$ cat src/rtl/cal_pkg.sv
`timescale 1ns/1ps
package cal_pkg;

  typedef struct packed {
    logic [7:0] cen;
    logic [7:0] yr;
    logic [4:0] mon;
    logic [5:0] date;
    logic [2:0] dow;
    logic [5:0] hr;
    logic [6:0] min;
    logic [6:0] sec;
  } cal_time_t;

  localparam logic [7:0] SEC_TOP = 8'h59;
  localparam logic [7:0] MIN_TOP = 8'h59;
  localparam logic [7:0] HR_TOP  = 8'h23;
  localparam logic [7:0] MON_TOP = 8'h12;
  localparam logic [7:0] YR_TOP  = 8'h99;

  localparam cal_time_t CAL_RST_DEFAULT = '{cen: 8'h20, yr: 8'h00, mon: 5'h01,
                                            date: 6'h01, dow: 3'd0, hr: 6'h00,
                                            min: 7'h00, sec: 7'h00};

  // Packed BCD increment of a two-digit value.
  function automatic logic [7:0] bcd_inc(input logic [7:0] v);
    if (v[3:0] >= 4'd9) return {v[7:4] + 4'd1, 4'd0};
    return {v[7:4], v[3:0] + 4'd1};
  endfunction

  // Step a field: at or past its top value it returns to base.
  function automatic logic [7:0] bcd_step(input logic [7:0] v,
                                          input logic [7:0] top,
                                          input logic [7:0] base);
    if (v >= top) return base;
    return bcd_inc(v);
  endfunction

  // A BCD year is divisible by four when an even tens digit meets 0/4/8
  // or an odd tens digit meets 2/6.
  function automatic logic is_leap(input logic [7:0] y);
    if (y[4]) return (y[3:0] == 4'd2) || (y[3:0] == 4'd6);
    return (y[3:0] == 4'd0) || (y[3:0] == 4'd4) || (y[3:0] == 4'd8);
  endfunction

  function automatic logic [7:0] month_len(input logic [4:0] m,
                                           input logic [7:0] y);
    case (m)
      5'h02: return is_leap(y) ? 8'h29 : 8'h28;
      5'h04, 5'h06, 5'h09, 5'h11: return 8'h30;
      default: return 8'h31;
    endcase
  endfunction

endpackage

$ cat src/rtl/cal_time_counter.sv
`timescale 1ns/1ps
module cal_time_counter
  import cal_pkg::*;
#(
  parameter cal_time_t RST_TIME = CAL_RST_DEFAULT
) (
  input  logic      clk,
  input  logic      rst_n,
  input  logic      tick,
  input  logic      load_req,
  input  cal_time_t load_val,
  output cal_time_t cnt,
  output logic      sec_wrap,
  output logic      day_wrap,
  output logic      yr_wrap
);

  logic       adv, min_wrap, hr_wrap, date_wrap, mon_wrap;
  logic [7:0] s8, m8, h8, d8, mo8, dim;
  cal_time_t  nxt;

  always_comb begin
    adv       = tick && !load_req;
    dim       = month_len(cnt.mon, cnt.yr);
    sec_wrap  = adv       && ({1'b0, cnt.sec}  >= SEC_TOP);
    min_wrap  = sec_wrap  && ({1'b0, cnt.min}  >= MIN_TOP);
    hr_wrap   = min_wrap  && ({2'b0, cnt.hr}   >= HR_TOP);
    day_wrap  = hr_wrap;
    date_wrap = day_wrap  && ({2'b0, cnt.date} >= dim);
    mon_wrap  = date_wrap && ({3'b0, cnt.mon}  >= MON_TOP);
    yr_wrap   = mon_wrap  && (cnt.yr >= YR_TOP);

    s8  = bcd_step({1'b0, cnt.sec},  SEC_TOP, 8'h00);
    m8  = bcd_step({1'b0, cnt.min},  MIN_TOP, 8'h00);
    h8  = bcd_step({2'b0, cnt.hr},   HR_TOP,  8'h00);
    d8  = bcd_step({2'b0, cnt.date}, dim,     8'h01);
    mo8 = bcd_step({3'b0, cnt.mon},  MON_TOP, 8'h01);

    nxt = cnt;
    if (adv)      nxt.sec  = s8[6:0];
    if (sec_wrap) nxt.min  = m8[6:0];
    if (min_wrap) nxt.hr   = h8[5:0];
    if (day_wrap) begin
      nxt.date = d8[5:0];
      nxt.dow  = cnt.dow + 3'd1;
    end
    if (date_wrap) nxt.mon = mo8[4:0];
    if (mon_wrap)  nxt.yr  = bcd_step(cnt.yr, YR_TOP, 8'h00);
    if (yr_wrap)   nxt.cen = bcd_step(cnt.cen, YR_TOP, 8'h00);
  end

  always_ff @(posedge clk) begin
    if (!rst_n)        cnt <= RST_TIME;
    else if (load_req) cnt <= load_val;
    else               cnt <= nxt;
  end

endmodule

$ cat src/rtl/cal_host_regs.sv
`timescale 1ns/1ps
module cal_host_regs
  import cal_pkg::*;
#(
  parameter int        ADDR_W   = 4,
  parameter int        DATA_W   = 8,
  parameter cal_time_t RST_TIME = CAL_RST_DEFAULT
) (
  input  logic              clk,
  input  logic              rst_n,
  input  logic [ADDR_W-1:0] addr,
  input  logic [DATA_W-1:0] wdata,
  input  logic              wr,
  input  logic              rd,
  input  cal_time_t         cnt,
  output cal_time_t         usr,
  output logic              te,
  output logic              time_wr,
  output logic              load_req,
  output logic [DATA_W-1:0] rdata
);

  localparam logic [ADDR_W-1:0] A_SEC  = ADDR_W'(0);
  localparam logic [ADDR_W-1:0] A_MIN  = ADDR_W'(1);
  localparam logic [ADDR_W-1:0] A_HR   = ADDR_W'(2);
  localparam logic [ADDR_W-1:0] A_DOW  = ADDR_W'(3);
  localparam logic [ADDR_W-1:0] A_DATE = ADDR_W'(4);
  localparam logic [ADDR_W-1:0] A_MON  = ADDR_W'(5);
  localparam logic [ADDR_W-1:0] A_YR   = ADDR_W'(6);
  localparam logic [ADDR_W-1:0] A_CEN  = ADDR_W'(7);
  localparam logic [ADDR_W-1:0] A_CTRL = ADDR_W'(15);
  localparam int TE_BIT = DATA_W - 1;

  logic       dirty;
  logic [2:0] mon_hi;
  logic       ctrl_wr;

  always_comb begin
    time_wr  = wr && (addr <= A_CEN);
    ctrl_wr  = wr && (addr == A_CTRL);
    load_req = ctrl_wr && wdata[TE_BIT] && !te && dirty;
  end

  always_ff @(posedge clk) begin
    if (!rst_n) begin
      usr    <= RST_TIME;
      te     <= 1'b1;
      dirty  <= 1'b0;
      mon_hi <= 3'd0;
    end else begin
      if (ctrl_wr) begin
        te <= wdata[TE_BIT];
        if (wdata[TE_BIT] && !te) dirty <= 1'b0;
      end
      if (wr && addr == A_MON) mon_hi <= wdata[7:5];
      if (te) begin
        usr <= cnt;
      end else if (time_wr) begin
        dirty <= 1'b1;
        case (addr)
          A_SEC:  usr.sec  <= wdata[6:0];
          A_MIN:  usr.min  <= wdata[6:0];
          A_HR:   usr.hr   <= wdata[5:0];
          A_DOW:  usr.dow  <= wdata[2:0];
          A_DATE: usr.date <= wdata[5:0];
          A_MON:  usr.mon  <= wdata[4:0];
          A_YR:   usr.yr   <= wdata;
          default: usr.cen <= wdata;
        endcase
      end
    end
  end

  always_ff @(posedge clk) begin
    if (!rst_n) begin
      rdata <= '0;
    end else if (rd) begin
      case (addr)
        A_SEC:  rdata <= {1'b0, usr.sec};
        A_MIN:  rdata <= {1'b0, usr.min};
        A_HR:   rdata <= {2'b0, usr.hr};
        A_DOW:  rdata <= {5'b0, usr.dow};
        A_DATE: rdata <= {2'b0, usr.date};
        A_MON:  rdata <= {mon_hi, usr.mon};
        A_YR:   rdata <= usr.yr;
        A_CEN:  rdata <= usr.cen;
        A_CTRL: rdata <= {te, 7'b0};
        default: rdata <= '0;
      endcase
    end
  end

endmodule

$ cat src/rtl/bcd_calendar_clock.sv
`timescale 1ns/1ps
module bcd_calendar_clock
  import cal_pkg::*;
#(
  parameter int        ADDR_W   = 4,
  parameter int        DATA_W   = 8,
  parameter cal_time_t RST_TIME = CAL_RST_DEFAULT
) (
  input  logic              clk,
  input  logic              rst_n,
  input  logic              sec_tick,
  input  logic [ADDR_W-1:0] reg_addr,
  input  logic [DATA_W-1:0] reg_wdata,
  input  logic              reg_wr,
  input  logic              reg_rd,
  output logic [DATA_W-1:0] reg_rdata
);

  cal_time_t cnt_w, usr_w;
  logic      te_w, time_wr_w, load_req_w;
  logic      sec_wrap_w, day_wrap_w, yr_wrap_w;

  cal_time_counter #(.RST_TIME(RST_TIME)) counter_i (
    .clk      (clk),
    .rst_n    (rst_n),
    .tick     (sec_tick),
    .load_req (load_req_w),
    .load_val (usr_w),
    .cnt      (cnt_w),
    .sec_wrap (sec_wrap_w),
    .day_wrap (day_wrap_w),
    .yr_wrap  (yr_wrap_w)
  );

  cal_host_regs #(.ADDR_W(ADDR_W), .DATA_W(DATA_W), .RST_TIME(RST_TIME)) regs_i (
    .clk      (clk),
    .rst_n    (rst_n),
    .addr     (reg_addr),
    .wdata    (reg_wdata),
    .wr       (reg_wr),
    .rd       (reg_rd),
    .cnt      (cnt_w),
    .usr      (usr_w),
    .te       (te_w),
    .time_wr  (time_wr_w),
    .load_req (load_req_w),
    .rdata    (reg_rdata)
  );

endmodule

$ cat config.mk
export PLATFORM = sky130hd
export DESIGN_NAME = bcd_calendar_clock
export DESIGN_NICKNAME = d
export VERILOG_FILES = /design/src/rtl/cal_pkg.sv /design/src/rtl/cal_time_counter.sv /design/src/rtl/cal_host_regs.sv /design/src/rtl/bcd_calendar_clock.sv
export SDC_FILE = /design/constraint.sdc
export NUM_CORES = 1
export LEC_CHECK = 0
export ABC_AREA = 1
export BUFFER_PORTS_ARGS = -buffer_cell sky130_fd_sc_hd__buf_2
export CAP_MARGIN = 20
export CORE_UTILIZATION = 59
export CTS_CLUSTER_SIZE = 40
export DETAILED_ROUTE_END_ITERATION = 10
export PLACE_DENSITY = 0.78
export SKIP_LAST_GASP = 1
export SYNTH_ARGS = -nofsm -noshare
export SYNTH_HDL_FRONTEND = slang
export SYNTH_SLANG_ARGS = --single-unit
export TNS_END_PERCENT = 10
$ cat constraint.sdc
create_clock -name clk -period 3 [get_ports clk]
set_input_delay 0 -clock clk [delete_from_list [all_inputs] [get_ports clk]]
set_output_delay 0 -clock clk [all_outputs]
set_load 0.005 [all_outputs]
-- Word-level counts from Yosys, hierarchy flattened
Cells that the tools add are included.
Widths: inputs -> output; s select.
- register bits after elaboration: 113
- bits in latches: 0
- bits in writable memories: 0
- memory bits (read-only): 0
- input bits: 17
- output and inout bits: 8
- memories kept: 0
- add/subtract/negate cells: 15
- multiply operators: 0
- divide/modulo/power cells: 0
- $lt $le $gt $ge: 15
- equal/unequal tests: 18
- shifts and indexed selects: 0
- muxes and demuxes: 83
- bitwise operators: 0
- reductions and logical operators: 60
- operators with widths (cell ; count):
    $mux 50 ; 3
    $mux 8 ; 12
    $mux 7 ; 12
    $pmux 8 s9 ; 1
    $mux 6 ; 11
    $add 4x1->4 const B ; 9
    $mux 1 ; 35
    $mux 5 ; 6
    $reduce_and 2->1 ; 15
    $reduce_bool 2->1 ; 15
    $ge 4x4->1 const B ; 7
    $eq 4x3->1 const B ; 6
    $reduce_bool 3->1 ; 7
    $ge 8x8->1 const B ; 2
    $pmux 8 s2 ; 1
    $ge 7x7->1 const B ; 2
    $logic_and 1x1->1 ; 14
    $eq 4x2->1 const B ; 3
    $eq 5x3->1 const B ; 2
    $add 3x1->3 const B ; 3
    $mux 9 ; 1
    $eq 4x4->1 const B ; 2
    $ge 6x8->1 ; 1
    $logic_not 4->1 ; 2
    other kinds (15) ; 19

-- Logic depth before layout (Yosys ltp)
Gate-level depths: netlist (run 1).
- depth after elaboration: 20
- mapped depth: 20
- gate-level depth less buffers: 20

-- By module
A second synthesis (run 1) with hierarchy kept.
- cells, all modules: 992
- area, all modules: 6734.0 um^2
- by module, submodules not included (module ; instances ; cells each ; area each (um^2)):
    cal_time_counter ; 1 ; 533 ; 3618.5
    cal_host_regs ; 1 ; 459 ; 3115.5

-- Worst setup path after synthesis (run 1)
Ideal clock, no wire load.
- path kind: reg2reg
- from: register counter_i.cnt[29] (netlist name)
- to: register counter_i.cnt[49] (netlist name)
- library setup time: 0.113 ns
- data arrival time: 2.207 ns
- required time: 2.887 ns
- setup slack: 0.680 ns
- cell stages (with the launch flop): 21
- path buffers: 1
- path through: dfxtp_1 inv_1 ha_1 inv_1 nor3_1 inv_1 ha_1 inv_1 nor2_1 nand2_1 nand2_1 nand2_1 nand3_1 nand2_1 inv_1 nand3_1 nand2_1 buf_6 nand4_1 nand2_1 nor2_1
- longest elaborated chain between the ends: 9
- elaborated cells between the ends (all ways): 14
- RTL lines (item ; line ; RTL):
    $eq 5x3->1 (tied with other cells) ; cal_pkg.sv:48 ; case (m)
    $reduce_or 4->1 ; cal_pkg.sv:48 ;
    $pmux 8 s2 ; cal_pkg.sv:48 ;
    $ge 6x8->1 ; cal_time_counter.sv:29 ; date_wrap = day_wrap && ({2'b0, cnt.date} >= dim);
    $logic_and 1x1->1 ; cal_time_counter.sv:29 ;
    $logic_and 1x1->1 * ; cal_time_counter.sv:30 ; mon_wrap = date_wrap && ({3'b0, cnt.mon} >= MON_TOP);
    $logic_and 1x1->1 * ; cal_time_counter.sv:31 ; yr_wrap = mon_wrap && (cnt.yr >= YR_TOP);
    $reduce_bool 2->1 (no source line) * ; -- ;
    $reduce_and 2->1 (no source line) * ; -- ;
Every way passes the cells marked *; elsewhere a longest branch is shown, timed or not.
A chain may end at the register's enable or synchronous reset.

-- Final worst setup path (run 1)
- from: register counter_i.cnt[29] (netlist name)
- to: register counter_i.cnt[46] (netlist name)
- longest elaborated chain between the ends: 9
- elaborated cells between the ends (all ways): 14
- RTL lines (item ; line):
    $eq 5x3->1 (tied with other cells) ; cal_pkg.sv:48
    $reduce_or 4->1 ; cal_pkg.sv:48
    $pmux 8 s2 ; cal_pkg.sv:48
    $ge 6x8->1 ; cal_time_counter.sv:29
    $logic_and 1x1->1 ; cal_time_counter.sv:29
    $logic_and 1x1->1 * ; cal_time_counter.sv:30
    $logic_and 1x1->1 * ; cal_time_counter.sv:31
    $reduce_bool 2->1 (no source line) * ; --
    $reduce_and 2->1 (no source line) * ; --
Marks and branches as above.

==> impl.org, run 1 <==
** Placed design
- Worst slack at placement :: 270 ps
- Number of input and output port buffers inserted :: 24
- Detailed placement finished with a half-perimeter wire length of 13200 µm.
- The congestion estimate from routability-driven global placement came to 0.988.
- Instance area after placement :: 0.00689 mm²
- Placed instance count :: 1113

** Clock network
- For the worst-skew pair, the clock arrives at the later sink with an insertion delay of 530 ps.
- Clock tree synthesis selected as its root buffer the cell sky130_fd_sc_hd__clkbuf_8.
- Number of CTS-inserted buffers :: 17
- Post-CTS setup buffer count :: 0
- CTS tree :: built
- Resized cells post-CTS :: 0
- Clock tree synthesis found a total of 113 sinks.
- Maximum buffer depth of the clock tree :: 2
- The H-tree was split into 4 levels.
- Clock-pin slew was measured on the worst setup and hold paths at 60 ps.

** Floorplan
- Core footprint :: 0.0109 mm²
- For this design the top-level I/O count stands at 25.
- Die outline width :: 108 µm
- Initial Utilization :: 61.0%
- Chip Height :: 108 µm
- Area enclosed by the die boundary :: 0.0117 mm²
- The floorplan has 38 rows.

** Setup path
- Sort of element at the end of the critical path :: register
- Worst-case reg-to-reg path depth :: 19
- Startpoint type of the worst setup path :: register
- CP Class :: register to register
- End of the worst register-to-register path :: counter_i.cnt[46]$_SDFFE_PN0P_
- Max stage delay cell, worst path :: sky130_fd_sc_hd__dfxtp_1
- Cells along the critical path :: inv_1 -> ha_1 -> o211ai_1 -> o311ai_0 -> a32oi_1 -> ha_1 -> nand2_1 -> nand2_1 -> nand2_1 -> nand2_1 -> nand3_1 -> nand2_1 -> inv_1 -> nand3_1 -> nand2_1 -> buf_4 -> nand4_1 -> nand2_1 -> nor2_1
- Worst R2R Start :: counter_i.cnt[29]$_SDFFE_PN1P_
- At the worst endpoint, the required time is 3470 ps.
- Critical Path Fanout Max :: 7
- For flop-to-flop paths, the worst setup slack is 250 ps.
- The cell that appears most often on the critical path is sky130_fd_sc_hd__nand2_1.
- Largest stage delay on the critical path :: 400 ps
- At the worst endpoint, the arrival time is 3220 ps.
- Critical Path Source :: counter_i.cnt[29]$_SDFFE_PN1P_

** Hold path
- Hold-critical path endpoint :: regs_i.usr[2]$_SDFFE_PN0P_
- The worst hold path was traced through 6 stages.
- The startpoint identified for the worst hold timing path is reg_wdata[2].
- In this run the worst hold path is classified as input pin to register.

** Power
- Tot Pwr :: 3.63 mW
- Power spread over the standard cell area amounts to 480 mW/mm².
- Maximum vdd ir drop :: 549 µV
- Leakage Power :: 3.03 nW

** Synth
- In this run the biggest area consumer among cell types represents 34.1% of the synthesized area.
- In the synthesized netlist, mux cells make up 0% of the area.
- Synthesis produced a netlist with a net count of 1023.
- Adder-cell area share of the yosys netlist :: 7.35%
- Seq/Total Area, Yosys :: 34.1%
- By area the synthesized netlist is led by sky130_fd_sc_hd__dfxtp_1 34%, sky130_fd_sc_hd__nand2_1 15%, sky130_fd_sc_hd__ha_1 7.4%.
- The cell count after synthesis came out at 967.
- During synthesis, Yosys emitted a total of 0 warnings.
- Yosys instantiated no cell more often than sky130_fd_sc_hd__nand2_1.
- In the synthesized netlist the async set-or-reset flop fraction comes to 0%.
- By area, the combinational part of the netlist is dominated by simple AND/OR/NAND/NOR gates.
- The commonest cells after synthesis are 271 x sky130_fd_sc_hd__nand2_1, 113 x sky130_fd_sc_hd__dfxtp_1, 105 x sky130_fd_sc_hd__inv_1.
- Cell area after technology mapping :: 0.00664 mm²
- Yosys mapped a number of flops with a built-in enable equal to 0.
- The biggest area contributor in the post-synthesis netlist is sky130_fd_sc_hd__dfxtp_1.
- Xor/xnor cell area share of the yosys netlist :: 2.64%
- Synthesis inferred 113 register bits.
- Predominant post-synthesis flop cell :: sky130_fd_sc_hd__dfxtp_1
- Area fraction in and, or, nand and nor cells after synthesis :: 26.9%
- Syn avg cell area :: 6.86 µm²
- Summing the areas of all compound-gate instances in the mapped netlist gives 20.6% of the synthesized area.
- Synth unique cells :: 42

** Drt
- In the final routed layout, each cell accounts on average for 16.3 µm.
- Dividing the detail-routed via count by the number of cells gives 5.78.
- After detailed routing, the number of remaining DRC violations is 0.
- Before antenna repair, the detailed router went through 5 iterations.
- Once detail routing completed, the nets flagged for antenna violations numbered 0.
- Summed over all layers, the routed wires come to 18800 µm.
- The first routing iteration left 779 violations.
- The routed layout has 6680 vias.

** Timing
- Headroom to the max-slew limit :: 43.4%
- At the pin with the least slew margin, the transition time is 846 ps.
- Part of the cycle the worst path needs :: 91.7%
- Setup violations remaining at the end of the flow were counted as 0.
- RSZ-0062 raised after global routing :: true
- Setup slack closes at 249 ps.
- Worst Skew :: 7.40 ps
- Max Transition Viols Final :: 0
- Peak Freq :: 0.363 GHz
- Clock period minus final worst setup slack :: 2750 ps
- Hold Fails Final Rpt :: 0

** Global route
- Global route overflow :: 0
- Number of antenna violations at the first check in global routing :: 0
- First-pass GRT wire length :: 29700 µm
- The number of global-route vias before repair came to 5876.
- Total global routing track utilization :: 33.3%
- Entering global routing, the biggest net connects 39 pins.

** Finish
- The net count of the finished layout is 1058.
- Post-layout util :: 69.5%
- Count of antenna diodes in the layout :: 0
- The post-route netlist has 9.56% of its cells at a drive strength greater than 1.
- The area growth from synthesis to layout is 14.0%.
- Final non-filler cell area :: 0.00757 mm²
- The finished layout holds 1155 standard cells, fillers aside.

** Outcome
- The flow ran to the end, and the final reports show no timing, DRC or antenna violations.

** Flow run
- Max-cap check violation count :: 0
==> state kept, by name, summed over array words and instances (netlist names) <==
name           cells
regs_i.dirty       1
counter_i.cnt     50
regs_i.usr        50
regs_i.rdata       8
regs_i.mon_hi      3
regs_i.te          1
==> cell usage in the layout (no fill, tap or decap), types with 3 or more instances in the layout <==
| cell type | count |
|---|---|
| sky130_fd_sc_hd__xor2_1 | 12 |
| sky130_fd_sc_hd__buf_4 | 13 |
| sky130_fd_sc_hd__inv_2 | 7 |
| sky130_fd_sc_hd__clkbuf_1 | 3 |
| sky130_fd_sc_hd__nand3_1 | 42 |
| sky130_fd_sc_hd__nor2_2 | 6 |
| sky130_fd_sc_hd__bufinv_16 | 3 |
| sky130_fd_sc_hd__o22ai_1 | 12 |
| sky130_fd_sc_hd__dfxtp_1 | 112 |
| sky130_fd_sc_hd__clkinv_2 | 5 |
| sky130_fd_sc_hd__o2bb2ai_1 | 5 |
| sky130_fd_sc_hd__nand2_1 | 271 |
| sky130_fd_sc_hd__buf_2 | 24 |
| sky130_fd_sc_hd__o211ai_1 | 9 |
| sky130_fd_sc_hd__clkinvlp_4 | 3 |
| sky130_fd_sc_hd__xnor2_1 | 8 |
| sky130_fd_sc_hd__a22oi_1 | 23 |
| sky130_fd_sc_hd__nor3_1 | 6 |
| sky130_fd_sc_hd__nand4_1 | 9 |
| sky130_fd_sc_hd__a221oi_1 | 4 |
| sky130_fd_sc_hd__ha_1 | 39 |
| sky130_fd_sc_hd__o21ai_0 | 37 |
| sky130_fd_sc_hd__nor2_1 | 74 |
| sky130_fd_sc_hd__a21oi_1 | 86 |
| sky130_fd_sc_hd__a31oi_1 | 39 |
| sky130_fd_sc_hd__dlygate4sd3_1 | 10 |
| sky130_fd_sc_hd__nand2_2 | 7 |
| sky130_fd_sc_hd__clkbuf_16 | 16 |
| sky130_fd_sc_hd__inv_1 | 104 |
==> area by class of cell <==
cell class / count / area, µm²
multi-input cells: 712 / 3820
fillers: 915 / 3320
flip-flops and latches: 113 / 2260
clock buffers: 21 / 439
inverters: 111 / 417
repair buffers: 47 / 318
well taps: 140 / 175
clock inverters: 11 / 138
==> worst max-delay path: cells and delay by family (launching register included) <==
kind	cells	cell delay, ps
simple gates	11	820
compound gates	3	610
fa+ha+maj	2	430
buf+inv	3	420
flops	1	400
==> power by group <==
part	total (mW)	internal, mW	switching (mW)
Combinational	0.139	0.0427	0.0967
Clock	1.97	1.28	0.692
Sequential	1.52	1.51	0.0106
==> per-layer routing <==
| layer | vias up | track usage (%) | routed length, µm |
|---|---|---|---|
| li1 | 3302 | - | - |
| met1 | 3048 | 44.4 | 7990 |
| met2 | 293 | 52.9 | 8750 |
| met3 | 37 | 5.79 | 1590 |
| met4 | 0 | 14.5 | 447 |
| met5 | - | 0 | 0 |
==> how the worst max path moves through the flow <==
stage	end	slack, ps	cells past startpoint
after floorplan	counter_i.cnt[49]$_SDFFE_PN0P_	680	20
after global placement	counter_i.cnt[48]$_SDFFE_PN0P_	410	20
after detailed placement	counter_i.cnt[47]$_SDFFE_PN1P_	270	18
after CTS	counter_i.cnt[47]$_SDFFE_PN1P_	260	18
after global routing	counter_i.cnt[27]$_SDFFE_PN0P_	-60	13
final	counter_i.cnt[46]$_SDFFE_PN0P_	250	19
==> what timing repair did <==
action,CTS,global route
hold buffers,10,0
endpoints found under the setup margin,0,6
endpoints found under the hold margin,21,0
==> cells by family after synthesis <==
group	count (synthesis)
DFF	113
buffers and inverters	142
AOI/OAI and AO/OA	228
xor gates and xnor gates	20
and+or+nand+nor	425
adders and majority gates	39
==> per-stage QoR <==
stage	TNS, ps	hold slack, ps
finish	0	16.1
global route	-213	24.4
CTS	0	1.95
detailed placement	0	293
global placement	0	274
floorplan	0	149
No activity file was read; power rests on OpenSTA's default activity.
==> run 2: changes to the inputs <==
--- a/config.mk
+++ b/config.mk
@@ -8,10 +8,11 @@
 export ABC_AREA = 1
 export BUFFER_PORTS_ARGS = -buffer_cell sky130_fd_sc_hd__buf_2
 export CAP_MARGIN = 20
-export CORE_UTILIZATION = 59
+export CORE_UTILIZATION = 56
 export CTS_CLUSTER_SIZE = 40
 export DETAILED_ROUTE_END_ITERATION = 10
-export PLACE_DENSITY = 0.78
+export PLACE_DENSITY_LB_ADDON = 0.25
+export RECOVER_POWER = 50
 export SKIP_LAST_GASP = 1
 export SYNTH_ARGS = -nofsm -noshare
 export SYNTH_HDL_FRONTEND = slang
==> constraint.sdc (replaced) <==
create_clock -name clk -period 2.29 [get_ports clk]
set_input_delay 0 -clock clk [delete_from_list [all_inputs] [get_ports clk]]
set_output_delay 0 -clock clk [all_outputs]
set_load 0.005 [all_outputs]
==> run 2 against run 1 <==
Compared with the run above:
- the flow now finishes with violations (negative setup slack)
- clock power rose by 39%
- clock-buffer cell count fell by 3
- sequential power rose by 31%
- non-clock buffer count rose by 33
- fmax rose by 12%
- critical endpoint is now counter_i.cnt[35]$_SDFFE_PN0P_
==> impl.org, run 2 (synthesis gave the netlist of run 1 again) <==
** Clock network
- The clock insertion delay at the later pin of the skew report was 420 ps (-110 ps).
- Number of CTS-inserted buffers :: 17 (unchanged)
- The clock slew at the register clock pins of the worst setup and hold paths was 50 ps (about the same).
- Clock root cell :: sky130_fd_sc_hd__clkbuf_16
- TritonCTS built the clock tree.
- Total number of clock tree sinks :: 113 (unchanged)
- The largest buffer count on any clock path was 2 (unchanged).
- The H-tree level count was 4 (unchanged).

** Timing
- The final critical-path setup slack came to -172 ps (-421 ps).
- The final cycle utilization of the critical path came to 108% (+16 points).
- Clock period minus final worst setup slack :: 2460 ps (-289 ps)
- The transition time of the tightest slew-check pin came to 1330 ps (+481 ps).
- Worst Skew :: 5.20 ps (-2.20 ps)
- Peak Freq :: 0.406 GHz (+12%)
- Headroom to the max-slew limit :: 11.5% (-32 points)
- RSZ-0062 raised after global routing :: true
- The number of slew-limit violations in the final report was 0 (unchanged).
- Hold Fails Final Rpt :: 0 (unchanged)
- # setup viols final :: 26 (+26)
- Post-route worst hold slack :: 38.7 ps (+22.5 ps)

** Global route
- The first-pass GRT wire length came to 32300 µm (+8.8%).
- The total congestion overflow after global routing came to 0 (unchanged).
- Largest net degree at the start of global routing :: 40 (+2.6%)
- The global router's overall resource usage was 33.2% (-0.12 points).
- The number of global-route vias before repair is 6406 (+9.0%).
- Number of antenna violations at the first check in global routing :: 0 (unchanged)

** Floorplan
- The initial standard-cell utilization of the core is 57.9% (-3.1 points).
- Core footprint :: 0.0115 mm² (+5.3%)
- Number of rows created at floorplan :: 39 (+2.6%)
- Area enclosed by the die boundary :: 0.0123 mm² (+5.3%)
- Chip Height :: 111 µm (+2.6%)
- The width of the die is 111 µm (+2.6%).
- I/O pin count :: 25 (unchanged)

** Setup path
- Critical Path AT :: 2810 ps (-410 ps)
- The peak fanout along the critical path is 5 (-2).
- The delay of the slowest cell on the worst path came to 330 ps (-70 ps).
- Slack of the worst reg-to-reg path :: -170 ps (-420 ps)
- Worst R2R Start :: counter_i.cnt[32]$_SDFFE_PN0P_
- The required time of the critical path is 2630 ps (-840 ps).
- Among all stages on the critical path, the largest delay is contributed by sky130_fd_sc_hd__ha_2.
- Worst-case reg-to-reg path depth :: 15 (-4)
- Cells along the critical path :: inv_1 -> nand2_1 -> nor3_2 -> buf_4 -> a32oi_1 -> ha_2 -> nand4_1 -> nand3_4 -> nand2_4 -> inv_2 -> nand3_2 -> nand2_4 -> buf_6 -> nand2_1 -> a21oi_1
- End of the worst register-to-register path :: counter_i.cnt[35]$_SDFFE_PN0P_
- CP Class :: register to register
- Sort of element at the end of the critical path :: register
- STA classifies the critical path startpoint as a register.

** Drt
- Routed length on met1 :: 8280 µm (+3.6%)
- After detailed routing, no signal wire sits above met4.
- The DRC marker count from the first detailed-route iteration came to 624 (-20%).
- Aggregate routed wire length :: 19800 µm (+5.3%)
- Vias per Instance :: 5.74 (-0.75%)
- Sum of met3 wire segment lengths after detailed routing :: 1520 µm (-4.7%)
- The total iterations of the first detailed-routing run was 5 (unchanged).
- The number of vias in the routed layout came to 6831 (+2.3%).
- The wire length per cell after detailed routing is 16.6 µm (+2.2%).
- DR DRC count :: 0 (unchanged)
- The number of routed nets with antenna violations is 0 (unchanged).
- The routed length on met2 was 9250 µm (+5.7%).

** Finish
- Net total in the final layout :: 1091 (+3.1%)
- The library cell used most frequently in the layout, excluding fill and tap cells, is sky130_fd_sc_hd__nand2_1.
- The area growth from synthesis to layout is 20.0%.
- Most frequent cells in the layout :: 262 x sky130_fd_sc_hd__nand2_1, 111 x sky130_fd_sc_hd__dfxtp_1, 101 x sky130_fd_sc_hd__inv_1, 83 x sky130_fd_sc_hd__a21oi_1, 73 x sky130_fd_sc_hd__nor2_1
- Final non-filler cell area :: 0.00797 mm² (+5.3%)
- Number of fill cells in the layout :: 980 (+7.1%)
- Post-layout util :: 69.5% (about the same)
- The number of standard cells in the layout, taps in and fillers out is 1190 (+3.0%).
- The fraction of layout instances using a drive strength above 1 is 14.7% (+5.2 points).
- Count of antenna diodes in the layout :: 0 (unchanged)
- Largest registers ranked by flip-flop count :: counter_i.cnt (50), regs_i.usr (50), regs_i.rdata (8)

** Power
- The total power of the final layout was 4.92 mW (+35%).
- Maximum vdd ir drop :: 475 µV (-14%)
- Power density normalized to cell area :: 617 mW/mm² (+29%)
- The standby leakage power came to 3.26 nW (+7.4%).

** Hold path
- Hold-critical path endpoint :: regs_i.dirty$_SDFF_PN0_
- Hold WC Path Type :: input pin to register
- Number of cells traversed by the worst hold path :: 4 (-2)
- The worst hold path begins at reg_addr[3].

** Placed design
- The cell count after placement was 1150 (+3.3%).
- The placed wire-length estimate is 13600 µm (+2.6%).
- Number of input and output port buffers inserted :: 24 (unchanged)
- The post-detailed-placement cell area was 0.00715 mm² (+3.8%).
- The global placer's final weighted congestion is 1.04 (+5.3%).

** Outcome
- Failing checks :: negative setup slack
- Status :: finished with violations

** Flow run
- Max-cap check violation count :: 0 (unchanged)
-- run 2: critical path, delay by kind of cell (launching register included) --
kind | cells | cell delay, ps
and+or+nand+nor | 8 | 970
buffers and inverters | 4 | 490
adders and majority gates | 1 | 330
DFF | 1 | 310
AOI/OAI and AO/OA | 2 | 280
-- run 2: stage by stage --
step                setup slack, ps  TNS (ps)
finish                         -172     -2560
floorplan                      37.6         0
global placement               -114     -1180
CTS                           -78.5     -1120
detailed placement             -202     -3540
global route                   -330     -8040
-- run 2: layout make-up --
type                            instances  area [µm²]  share of cell area [%]
Clock buffer                           18         439                    5.51
Clock inverter                         13         168                    2.10
Inverter                              111         429                    5.39
Multi-Input combinational cell        712        3940                    49.4
Sequential cell                       113        2270                    28.5
Tap cell                              143         179                    2.25
Timing Repair Buffer                   80         549                    6.89
-- run 2: how the worst max path moves through the flow --
stage / startpoint / end / slack [ps] / cells past startpoint
6_report: counter_i.cnt[32]$_SDFFE_PN0P_ / counter_i.cnt[35]$_SDFFE_PN0P_ / -170 / 15
5_1_grt: counter_i.cnt[32]$_SDFFE_PN0P_ / counter_i.cnt[42]$_SDFFE_PN0P_ / -330 / 14
4_1_cts: counter_i.cnt[30]$_SDFFE_PN0P_ / counter_i.cnt[49]$_SDFFE_PN0P_ / -80 / 19
3_3_place_gp: counter_i.cnt[29]$_SDFFE_PN1P_ / counter_i.cnt[48]$_SDFFE_PN0P_ / -110 / 20
2_1_floorplan: counter_i.cnt[29]$_SDFFE_PN1P_ / counter_i.cnt[49]$_SDFFE_PN0P_ / 40 / 20
3_5_place_dp: counter_i.cnt[29]$_SDFFE_PN1P_ / counter_i.cnt[49]$_SDFFE_PN0P_ / -200 / 20
-- run 2: report_power, final --
group,leakage [nW],internal [mW],switching (mW)
clock network,0.305,1.82,0.924
logic,2.04,0.0521,0.124
registers,0.912,1.98,0.0136
total,3.26,3.85,1.06
-- run 2: per-layer routing --
| metal | up-vias | GRT usage [%] |
|---|---|---|
| met5 | - | 0 |
| met4 | 0 | 14.5 |
| met3 | 56 | 6.62 |
| met2 | 293 | 53.4 |
| met1 | 3116 | 43.2 |
| li1 | 3366 | - |
-- run 2: what timing repair did --
item / in CTS / in global routing
hold endpoints to repair: 16 / 0
hold buffers: 6 / 0
endpoints found under the setup margin: 27 / 29
pin swaps: 14 / 8
gates resized for setup: 32 / 9
setup buffers: 2 / 1
==> run 3: changes to the inputs <==
--- a/config.mk
+++ b/config.mk
@@ -8,7 +8,7 @@
 export ABC_AREA = 1
 export BUFFER_PORTS_ARGS = -buffer_cell sky130_fd_sc_hd__buf_2
 export CAP_MARGIN = 20
-export CORE_UTILIZATION = 56
+export CORE_UTILIZATION = 57
 export CTS_CLUSTER_SIZE = 40
 export DETAILED_ROUTE_END_ITERATION = 10
 export PLACE_DENSITY_LB_ADDON = 0.25
@@ -16,5 +16,6 @@
 export SKIP_LAST_GASP = 1
 export SYNTH_ARGS = -nofsm -noshare
 export SYNTH_HDL_FRONTEND = slang
+export SYNTH_HIERARCHICAL = 1
 export SYNTH_SLANG_ARGS = --single-unit
 export TNS_END_PERCENT = 10
==> run 3 against run 2 <==
Compared with the run above:
- the run still ends with negative setup slack left
- highest routed layer unchanged
- final area is 1.1% lower
- synthesized cell count is 2.3% higher
- critical path type unchanged
- first-iteration DRC count is 1.3% lower
- clock-buffer cell count is 7 higher
- wire length is 3.1% lower
- global-route usage is 1.0 points lower
- setup slack better by 30 ps
- area after synthesis is 1.3% higher
- flip-flop and latch count stayed put
- largest cell class unchanged
- clock power is 10% lower
==> impl.org, run 3 <==
** Power
- The combinational group share of total power is 4.3% (+0.7 points).
- The largest vdd supply drop is 563 µV (+18%).
- The total power of the final layout was 4.64 mW (-5.6%).
- The standby leakage power was 3.31 nW (+1.7%).
- The power per unit of standard cell area is 589 mW/mm² (-4.5%).
- Clock power share :: 53.0% (-2.8 points)
- Sw Pwr :: 1.02 mW (-4.0%)
- Switching part of the total :: 22.0% (+0.37 points)
- Fraction of power consumed by sequential logic :: 42.8% (+2.2 points)
- Internal Pwr Total :: 3.62 mW (-6.0%)

** Global route
- Largest net degree at the start of global routing :: 69 (+73%)
- The number of global-route vias before repair came to 6260 (-2.3%).
- First-pass GRT wire length :: 31600 µm (-2.1%)
- The total congestion overflow after global routing was 0 (unchanged).
- Number of antenna violations at the first check in global routing :: 0 (unchanged)
- Total global routing track utilization :: 32.2% (-1.0 points)

** Finish
- Count of antenna diodes in the layout :: 0 (unchanged)
- Relative to the synthesized area, the layout overhead comes to 17.2%.
- The final layout net count is 1102 (+1.0%).
- Final non-filler cell area :: 0.00788 mm² (-1.1%)
- The number of filler instances in the final layout was 977 (-0.31%).
- In the layout the commonest cells are 246 x sky130_fd_sc_hd__nand2_1, 111 x sky130_fd_sc_hd__dfxtp_1, 97 x sky130_fd_sc_hd__nor2_1, 87 x sky130_fd_sc_hd__a21oi_1.
- Commonest non-fill, non-tap cell in the layout :: sky130_fd_sc_hd__nand2_1
- Share of final-layout standard cells stronger than drive strength 1 :: 12.9% (-1.8 points)
- Largest registers ranked by flip-flop count :: counter_i/cnt (50), regs_i/usr (50), regs_i/rdata (8)

** Placed design
- The count of input and output buffers was 24 (unchanged).
- Hpwl dp :: 13300 µm (-2.4%)
- The global placer's final weighted congestion was 0.928 (-11%).
- Instance area after placement :: 0.00716 mm² (+0.12%)

** Floorplan
- Number of rows created at floorplan :: 39 (unchanged)
- The die area came to 0.0122 mm² (-0.51%).
- Initial Utilization :: 58.6% (+0.73 points)
- Chip Height :: 111 µm (-0.25%)
- The area inside the core boundary is 0.0115 mm² (unchanged).
- The width of the die is 111 µm (-0.25%).
- I/O pin count :: 25 (unchanged)

** Setup path
- The data arrival time of the worst path is 2760 ps (-50 ps).
- The peak fanout along the critical path is 3 (-2).
- The worst setup path is of the register to register kind.
- STA classifies the critical path startpoint as a register.
- STA classifies the critical path endpoint as a register.
- The required time of the critical path came to 2620 ps (about the same).

** Drt
- The DRC violation count after routing came to 0 (unchanged).
- Total vias in the final route :: 6933 (+1.5%)
- Detailed router's first-iteration violation count :: 616 (-1.3%)
- Per-cell routed wire length :: 16.0 µm (-4.0%)
- Vias per Instance :: 5.77 (+0.56%)
- The number of routed nets with antenna violations was 0 (unchanged).
- The total iterations of the first detailed-routing run came to 5 (unchanged).
- The detailed-route wire length is 19200 µm (-3.1%).

** Timing
- The final critical-path setup slack came to -142 ps (+30.2 ps).
- Worst Skew :: 8.03 ps (+2.83 ps)
- # setup viols final :: 19 (-27%)
- The transition time of the tightest slew-check pin is 1050 ps (-277 ps).
- The final cycle utilization of the critical path came to 106% (-1.3 points).
- The number of slew-limit violations in the final report came to 0 (unchanged).
- The headroom to the max-slew limit is 29.7% (+18 points).
- The worst hold-check slack was 25.8 ps (-12.9 ps).
- Final-layout setup total negative slack :: -906 ps (+1650 ps)
- The minimum clock period is 2430 ps (-30.2 ps).
- The count of endpoints failing hold in the final timing report came to 0 (unchanged).
- Peak Freq :: 0.411 GHz (+1.2%)
- RSZ-0062 raised after global routing :: true

** Clock network
- The H-tree level count is 4 (unchanged).
- The clock slew at the register clock pins of the worst setup and hold paths is 50 ps (about the same).
- The clock insertion delay at the later pin of the skew report was 420 ps (about the same).
- Total number of clock tree sinks :: 113 (unchanged)
- The largest buffer count on any clock path came to 2 (unchanged).
- In this run the clock root is driven by a sky130_fd_sc_hd__clkbuf_16.
- Number of CTS-inserted buffers :: 17 (unchanged)
- TritonCTS built the clock tree.

** Outcome
- Failing checks :: negative setup slack
- Status :: finished with violations

** Synth
- Cells after synthesis :: 989 (+2.3%)
- The net count of the mapped netlist came to 1045 (+2.2%).
- Syn avg cell area :: 6.80 µm² (-0.99%)
- Cell area after technology mapping :: 0.00672 mm² (+1.3%)
- The count of synthesis-stage warnings from yosys is 6 (+6).

** Flow run
- Max-cap check violation count :: 0 (unchanged)

** Hold path
- The min-delay analysis places its worst path in the category input pin to register.
run 3: power groups by stage:
| stage | clock (mW) | combinational [mW] | sequential, mW |
|---|---|---|---|
| 5_1_grt | 2.57 | 0.214 | 1.98 |
| 3_3_place_gp | 0 | 0.185 | 2.03 |
| 3_5_place_dp | 0 | 0.185 | 2.03 |
| 2_1_floorplan | 0 | 0.123 | 2.02 |
| 6_report | 2.46 | 0.197 | 1.98 |
| 4_1_cts | 2.47 | 0.197 | 1.99 |
run 3: per-stage QoR:
| stage | instances | utilization, % | setup slack, ps |
|---|---|---|---|
| finish | 1201 | 68.7 | -142 |
| global route | 1201 | 68.7 | -312 |
| CTS | 1201 | 68.5 | -38.1 |
| detailed placement | 1158 | 62.5 | -191 |
| global placement | 1158 | 62.5 | -116 |
| floorplan | 989 | - | 29.4 |
run 3: metal layers:
metal  track usage [%]  vias up  wire (µm)
li1                  -     3420          -
met1              43.2     3182       8470
met2              50.1      278       8730
met3              5.76       53       1330
met4              15.1        0        642
met5                 0        -          0
run 3: critical path: stages (launching register included):
cell	delay, ps
sky130_fd_sc_hd__dfxtp_4	360
sky130_fd_sc_hd__inv_4	50
sky130_fd_sc_hd__ha_4	150
sky130_fd_sc_hd__o211ai_1	210
sky130_fd_sc_hd__o311ai_2	140
sky130_fd_sc_hd__a32oi_1	170
sky130_fd_sc_hd__ha_2	290
sky130_fd_sc_hd__nand2_1	60
sky130_fd_sc_hd__nor2_1	40
sky130_fd_sc_hd__nand3_1	90
sky130_fd_sc_hd__nand4_1	210
sky130_fd_sc_hd__nor2_2	240
sky130_fd_sc_hd__buf_6	130
sky130_fd_sc_hd__nand3_2	60
sky130_fd_sc_hd__a31oi_1	160
run 3: area by class of cell:
| cell class | count | area, µm² | area share, % |
|---|---|---|---|
| multi-input combinational | 750 | 4010 | 50.9 |
| sequential | 113 | 2270 | 28.8 |
| timing repair buffer | 75 | 526 | 6.67 |
| clock buffer | 25 | 495 | 6.29 |
| inverter | 89 | 342 | 4.34 |
| tap | 143 | 179 | 2.27 |
| clock inverter | 6 | 55.1 | 0.699 |
run 3: path summary, 6_finish.rpt:
path,startpoint,slack (ps),cells past startpoint,to
setup / recovery,counter_i/cnt[29]$_SDFFE_PN1P_,-140,14,counter_i/cnt[24]$_SDFFE_PN0P_
hold / removal,rst_n,30,3,counter_i/cnt[43]$_SDFFE_PN0P_
setup reg to reg,counter_i/cnt[29]$_SDFFE_PN1P_,-140,14,counter_i/cnt[24]$_SDFFE_PN0P_
hold reg to reg,regs_i/rdata[3]$_SDFFE_PN0P_,460,2,regs_i/rdata[3]$_SDFFE_PN0P_
run 3: timing repair:
action | 4_1_cts | 5_1_grt
gates cloned | 1 | 0
buffers inserted | 2 | 0
endpoints found under the setup margin | 25 | 31
resized for setup | 8 | 21
endpoints found under the hold margin | 15 | 0
pin swaps | 11 | 10
hold buffers | 9 | 0
